===== config.mk =====
export PLATFORM = sky130hd
export DESIGN_NAME = sup_core
export DESIGN_NICKNAME = d
export VERILOG_FILES = /design/src/rtl/sup_pkg.sv /design/src/rtl/sup_sync.sv /design/src/rtl/sup_rstgen.sv /design/src/rtl/sup_wdog.sv /design/src/rtl/sup_core.sv
export SDC_FILE = /design/constraint.sdc
export NUM_CORES = 1
export LEC_CHECK = 0
export BUFFER_PORTS_ARGS = -buffer_cell sky130_fd_sc_hd__buf_2
export CAP_MARGIN = 20
export CORE_UTILIZATION = 55
export DETAILED_ROUTE_END_ITERATION = 12
export HOLD_SLACK_MARGIN = 0.08
export PLACE_DENSITY = 0.86
export SETUP_SLACK_MARGIN = 0.5
export SYNTH_ARGS = -nofsm -noshare
export SYNTH_HDL_FRONTEND = slang
export SYNTH_HIERARCHICAL = 1
export SYNTH_SLANG_ARGS = --single-unit
export TNS_END_PERCENT = 50

===== constraint.sdc =====
create_clock -name clk -period 2.5 [get_ports clk]
set_clock_uncertainty 0.05 [all_clocks]
set_input_delay 0.375 -clock clk [delete_from_list [all_inputs] [get_ports clk]]
set_output_delay 0.375 -clock clk [all_outputs]
set_load 0.01 [all_outputs]

===== src/rtl/sup_pkg.sv =====
package sup_pkg;

  // Width of a counter that runs from 0 to n-1.
  function automatic int cnt_w(input int n);
    return (n < 2) ? 1 : $clog2(n);
  endfunction

endpackage


===== src/rtl/sup_sync.sv =====
module sup_sync #(
  parameter int                WIDTH  = 1,
  parameter int                STAGES = 2,
  parameter logic [WIDTH-1:0]  INIT   = '0
) (
  input  logic             clk,
  input  logic             rst,
  input  logic [WIDTH-1:0] d,
  output logic [WIDTH-1:0] q
);

  logic [STAGES-1:0][WIDTH-1:0] stg;

  always_ff @(posedge clk) begin
    if (rst) begin
      for (int s = 0; s < STAGES; s++) stg[s] <= INIT;
    end else begin
      stg[0] <= d;
      for (int s = 1; s < STAGES; s++) stg[s] <= stg[s-1];
    end
  end

  assign q = stg[STAGES-1];

endmodule


===== src/rtl/sup_rstgen.sv =====
module sup_rstgen #(
  parameter int RST_TICKS = 25
) (
  input  logic clk,
  input  logic rst,
  input  logic tick,
  input  logic cause,
  output logic rst_n_o
);

  localparam int CW = sup_pkg::cnt_w(RST_TICKS);
  localparam logic [CW-1:0] LAST = CW'(RST_TICKS - 1);

  logic [CW-1:0] cnt;

  // Any cause restarts the pulse; release only after a full quiet count.
  always_ff @(posedge clk) begin
    if (rst) begin
      rst_n_o <= 1'b0;
      cnt     <= '0;
    end else if (cause) begin
      rst_n_o <= 1'b0;
      cnt     <= '0;
    end else if (!rst_n_o && tick) begin
      if (cnt == LAST) begin
        rst_n_o <= 1'b1;
        cnt     <= '0;
      end else begin
        cnt <= cnt + 1'b1;
      end
    end
  end

endmodule


===== src/rtl/sup_wdog.sv =====
module sup_wdog #(
  parameter int WD_TICKS = 200
) (
  input  logic clk,
  input  logic rst,
  input  logic tick,
  input  logic wd_s,
  input  logic hold,
  output logic fault_n,
  output logic evt_o
);

  localparam int CW = sup_pkg::cnt_w(WD_TICKS);
  localparam logic [CW-1:0] LAST = CW'(WD_TICKS - 1);

  logic          prev;
  logic [CW-1:0] cnt;

  always_ff @(posedge clk) begin
    if (rst) prev <= 1'b0;
    else     prev <= wd_s;
  end

  assign evt_o = wd_s ^ prev;

  always_ff @(posedge clk) begin
    if (rst || hold) begin
      fault_n <= 1'b1;
      cnt     <= '0;
    end else if (evt_o) begin
      fault_n <= 1'b1;
      cnt     <= '0;
    end else if (tick && fault_n) begin
      if (cnt == LAST) begin
        fault_n <= 1'b0;
        cnt     <= '0;
      end else begin
        cnt <= cnt + 1'b1;
      end
    end
  end

endmodule


===== src/rtl/sup_core.sv =====
module sup_core #(
  parameter int RST_TICKS   = 25,
  parameter int WD_TICKS    = 200,
  parameter int SYNC_STAGES = 2,
  parameter bit FEEDBACK_EN = 1'b0
) (
  input  logic clk,
  input  logic rst,
  input  logic tick,
  input  logic wd_in,
  input  logic mr_n,
  input  logic supply_ok,
  output logic wd_fault_n,
  output logic rst_out_n
);

  logic mr_s;
  logic wd_s;
  logic mr_eff;
  logic rst_cause;
  logic wd_hold;
  logic wd_evt;

  sup_sync #(
    .WIDTH (2),
    .STAGES(SYNC_STAGES),
    .INIT  (2'b10)
  ) u_sync (
    .clk(clk),
    .rst(rst),
    .d  ({mr_n, wd_in}),
    .q  ({mr_s, wd_s})
  );

  generate
    if (FEEDBACK_EN) begin : g_fb
      assign mr_eff = mr_s & wd_fault_n;
    end else begin : g_nofb
      assign mr_eff = mr_s;
    end
  endgenerate

  assign rst_cause = ~mr_eff | ~supply_ok;
  assign wd_hold   = ~rst_out_n | ~supply_ok;

  sup_rstgen #(
    .RST_TICKS(RST_TICKS)
  ) u_rstgen (
    .clk    (clk),
    .rst    (rst),
    .tick   (tick),
    .cause  (rst_cause),
    .rst_n_o(rst_out_n)
  );

  sup_wdog #(
    .WD_TICKS(WD_TICKS)
  ) u_wdog (
    .clk    (clk),
    .rst    (rst),
    .tick   (tick),
    .wd_s   (wd_s),
    .hold   (wd_hold),
    .fault_n(wd_fault_n),
    .evt_o  (wd_evt)
  );

endmodule


# After elaboration in Yosys (flattened, before gate mapping)
# Index checks and enable logic that the tools add are counted.
[totals]
ff_bits = 20
elab_cells = 27
[op_classes]
add_sub_neg = 2
eq_ne = 2
mux = 2
bitwise = 6
n_reduce_logical = 8
[op_table]
columns = ["operator", "count"]
rows = [
  ["$add 8x1->8 const B", 1],
  ["$eq 8x8->1 const B", 1],
  ["$mux 8", 1],
  ["$add 5x1->5 const B", 1],
  ["$eq 5x5->1 const B", 1],
  ["$mux 5", 1],
  ["$reduce_and 2->1", 2],
  ["$reduce_or 2->1", 2],
  ["$not 1->1", 3],
  ["$logic_and 1x1->1", 2],
  ["$or 1x1->1", 2],
  ["$logic_not 1->1", 1],
  ["$logic_or 1x1->1", 1],
  ["$xor 1x1->1", 1],
]

# Logic depth before layout (Yosys ltp)
[logic_depth]
depth_word = 4
depth_mapped = 5
depth_no_buf = 5

# By module
# The synthesis kept the hierarchy.
[by_module_without_submodules]
columns = ["mod", "instances", "cells_each", "area_each_um2", "seq_area_each_um2"]
rows = [
  ["sup_wdog", 1, 51, 483.0, 200.2],
  ["sup_rstgen", 1, 34, 300.3, 120.1],
  ["sup_sync", 1, 10, 120.1, 80.1],
  ["sup_core", 1, 2, 7.5, 0.0],
]

# Worst setup path before layout
# OpenSTA, ideal clock, no wires.
[synth_path]
kind = "reg-to-reg"
from = "register u_wdog.fault_n"
to = "register u_wdog.cnt[5]"
setup_ns = 0.080
arrival_time_ns = 1.296
required_time_ns = 2.370
setup_slack_ns = 1.075
stages_incl_launch_ff = 4
path_buffers = 0
synth_period_minus_slack_ns = 1.425
cell_sequence = "dfxtp_1 > nand3_2 > or4_1 > a211oi_2"
[synth_via]
elab_chain_len = 1
[synth_lines]
columns = ["element", "line_no", "rtl"]
rows = [
  ["start: declaration", "sup_wdog.sv:9", "output logic fault_n,"],
  ["start signal: assignment", "sup_wdog.sv:28", "fault_n <= 1'b1;"],
  ["start signal: assignment", "sup_wdog.sv:31", "fault_n <= 1'b1;"],
  ["start signal: assignment", "sup_wdog.sv:35", "fault_n <= 1'b0;"],
  ["$logic_and 1x1->1", "sup_wdog.sv:33", "end else if (tick && fault_n) begin"],
  ["end signal: assignment", "sup_wdog.sv:38", "cnt <= cnt + 1'b1;"],
  ["end: declaration", "sup_wdog.sv:17", "logic [CW-1:0] cnt;"],
]
# No other way between the ends.
# A chain may end at the register's enable or synchronous reset.

# Worst setup path in the final report
# Same ends and word-level chain as after synthesis.

==> run metrics <==
status=finished, final reports clean; met3 routed WL=51 µm; CTS buffer count=3; NumNets Final=115; R2R depth=3; Initial Util=59.8%; vias=718; Finished Cell Area=1000 µm²; diode count=0; fin crit period=1.52 ns; area of the multi-input gates=473 µm²; Synth warnings=6; vias in the first global route=679; Mean Syn Cell Area=9.39 µm²; Antenna Violating Nets Remaining=0; Vias/cell=5.93; Die Area=1820 µm²; worst relative slew slack=76.9%; CP cell instances=nand3_2 > or4_1 > a211oi_2; Comb power frac=3.5%; CP delay by family, top=simple AND/OR/NAND/NOR gates; Psw=111 µW; clk_lat worst skew=0.30 ns; Tot GR Track Use=21.7%; largest voltage drop on the vdd net=0.392 mV; Lkg Pwr=0.374 nW; Peak Freq=0.657 GHz; hold path depth=2; fraction of registers with async set/reset=0%; Post-synth EDFFs=0; CP max stage cell=or4_1; post-CTS resize count=0; Req. time, crit path=2.68 ns; CTS Root Cell=clkbuf_4; final std cells w/o fill=121; flops & latches, synth=20; CTS clk-pin slew, worst paths=0.11 ns; DR WL/cell=13.3 µm; share of layout cells above drive strength 1=16.2%; internal power=495 µW; drt total wl=1610 µm; commonest non-fill, non-tap cell in the layout=dfxtp_1; grt total ovfl=0; WHS Endpoint=u_sync/stg[1]; final setup violation count=0; Worst Max-Slew Pin Slew=0.347 ns; pre-CTS WS=0.896 ns; max cap viols=0; TNS Setup=0 ns; Net Count, Synth=106; HP Start=mr_n; Reg2Reg Capture Point=u_wdog/cnt[5]; synth unique cells=33; Iter 0 DRT Violations=12; final hold slack=0.193 ns; sequential power share=53.7%; crit path kind=flop to flop; switching fraction of total power=18.3%; I/O pin count=8; 1st-pass router iterations=4; clock sinks=20; CTS H-tree lvls=1; RSZ-0062 raised after global routing=false; die height=42.7 µm; CTS tree=done; Die W=42.7 µm; DRC=0; min-delay worst type=primary input to flop; Crit Path Max Fanout=6; pin count of the biggest net entering global routing=13; CP endpoint kind=flop; r2r startpoint=u_wdog/fault_n; Main synth FF type=dfxtp_1; P&R area growth vs syn=9.75%; PwrDens=606 nW/µm²; crit path launch type=flop; Register-to-Register Setup Slack=0.98 ns; Core Region=1520 µm²; HPWL Detailed=1220 µm; placed instance count=117; clock network power share=42.8%; Slew Viols, Final=0; CP arrival=1.70 ns; routability cong.=0.749; clk buf depth=2; Buffers on Ports=7; Post-CTS Setup Bufs=0; Final Hold Vio Count=0; global-route wire length before repair=2880 µm; Final WS setup=0.978 ns; initial antenna violation count=0; placed instance area=947 µm²; sequential fraction of the synthesis area=44.0%; FILL cells=121; CP Buf/Inv Count=0; Synth Cell Area=911 µm²; Cell Rows=14; Seq. cell area=400 µm²; Tcrit/Tclk final=60.9%; met2 WL post-DR=822 µm; Met1 Wirelength=711 µm; slowest stage delay, CP=0.57 ns; Cells after Synth=97; Hold-fix buffers, CTS=0; commonest non-fill, non-tap cells in the layout=20 x dfxtp_1, 8 x nand2_1, 7 x buf_2, 6 x or3_1; highest routed layer=met4
==> layout make-up <==
type | instances | area share (%)
clock buffers | 3 | 2.25
clock inverters | 1 | 3.00
inverters | 5 | 1.88
multi-input cells | 69 | 47.3
flip-flops and latches | 20 | 40.1
well taps | 16 | 2.00
repair buffers | 7 | 3.50
==> cells in the mapped netlist, types with 2 or more instances <==
cell / number / area, µm²
dfxtp_1: 20 / 400
nand2_1: 8 / 30.0
or3_1: 6 / 37.5
inv_1: 5 / 18.8
nor2_1: 5 / 18.8
o21ai_0: 4 / 20.0
xor2_1: 4 / 35.0
a21oi_1: 3 / 15.0
ha_1: 3 / 37.5
nand3_1: 3 / 15.0
nand3b_1: 3 / 22.5
nor2b_1: 3 / 18.8
nor3_1: 3 / 15.0
a211oi_2: 2 / 25.0
buf_4: 2 / 15.0
mux2i_1: 2 / 20.0
nand4_1: 2 / 12.5
o31ai_1: 2 / 15.0
or2_1: 2 / 12.5
or4_1: 2 / 15.0
==> cells by family after synthesis <==
group | count (synthesis) | synth area share, %
DFF | 20 | 44.0
buffers and inverters | 8 | 4.12
adders and majority gates | 3 | 4.12
xor gates and xnor gates | 5 | 4.81
muxes | 2 | 2.20
AOI/OAI and AO/OA | 16 | 12.0
and+or+nand+nor | 43 | 28.8
==> layer usage <==
metal  vias up  track usage, %
met5         -               0
met4         0            11.3
met3         2            6.38
met2        14            37.9
met1       343            23.2
li1        359               -
==> power groups by stage <==
stage          registers (mW)  clock network, mW  logic [mW]
5_1_grt                 0.326              0.286      0.0247
3_3_place_gp            0.332                  0      0.0202
4_1_cts                 0.325              0.268      0.0213
6_report                0.325              0.260      0.0213
3_5_place_dp            0.333                  0      0.0212
2_1_floorplan           0.332                  0      0.0141
==> per-stage QoR <==
step,utilization [%],power (mW)
2_1_floorplan,-,0.346
3_3_place_gp,62.2,0.352
3_5_place_dp,62.2,0.354
4_1_cts,65.6,0.615
5_1_grt,65.6,0.637
6_report,65.6,0.606
==> worst max path at each step <==
| stage | start | end | slack, ns | cells after the start |
|---|---|---|---|---|
| final | u_wdog/fault_n | u_wdog/cnt[5] | 0.98 | 3 |
| after CTS | u_wdog/fault_n | u_wdog/cnt[5] | 0.98 | 3 |
| after floorplan | u_wdog/fault_n | u_wdog/cnt[5] | 1.07 | 3 |
| after global routing | u_wdog/cnt[0] | u_wdog/cnt[6] | 0.90 | 4 |
| after detailed placement | tick | u_wdog/cnt[5] | 0.90 | 4 |
| after global placement | tick | u_wdog/cnt[5] | 0.96 | 4 |
==> flip-flops by register name (all words and copies together) (netlist names) <==
name              flops
u_wdog/fault_n        1
u_rstgen/rst_n_o      1
u_sync/stg            2
u_sync/q              2
u_wdog/cnt            8
u_wdog/prev           1
u_rstgen/cnt          5
Power figures use the tool's default switching activity.
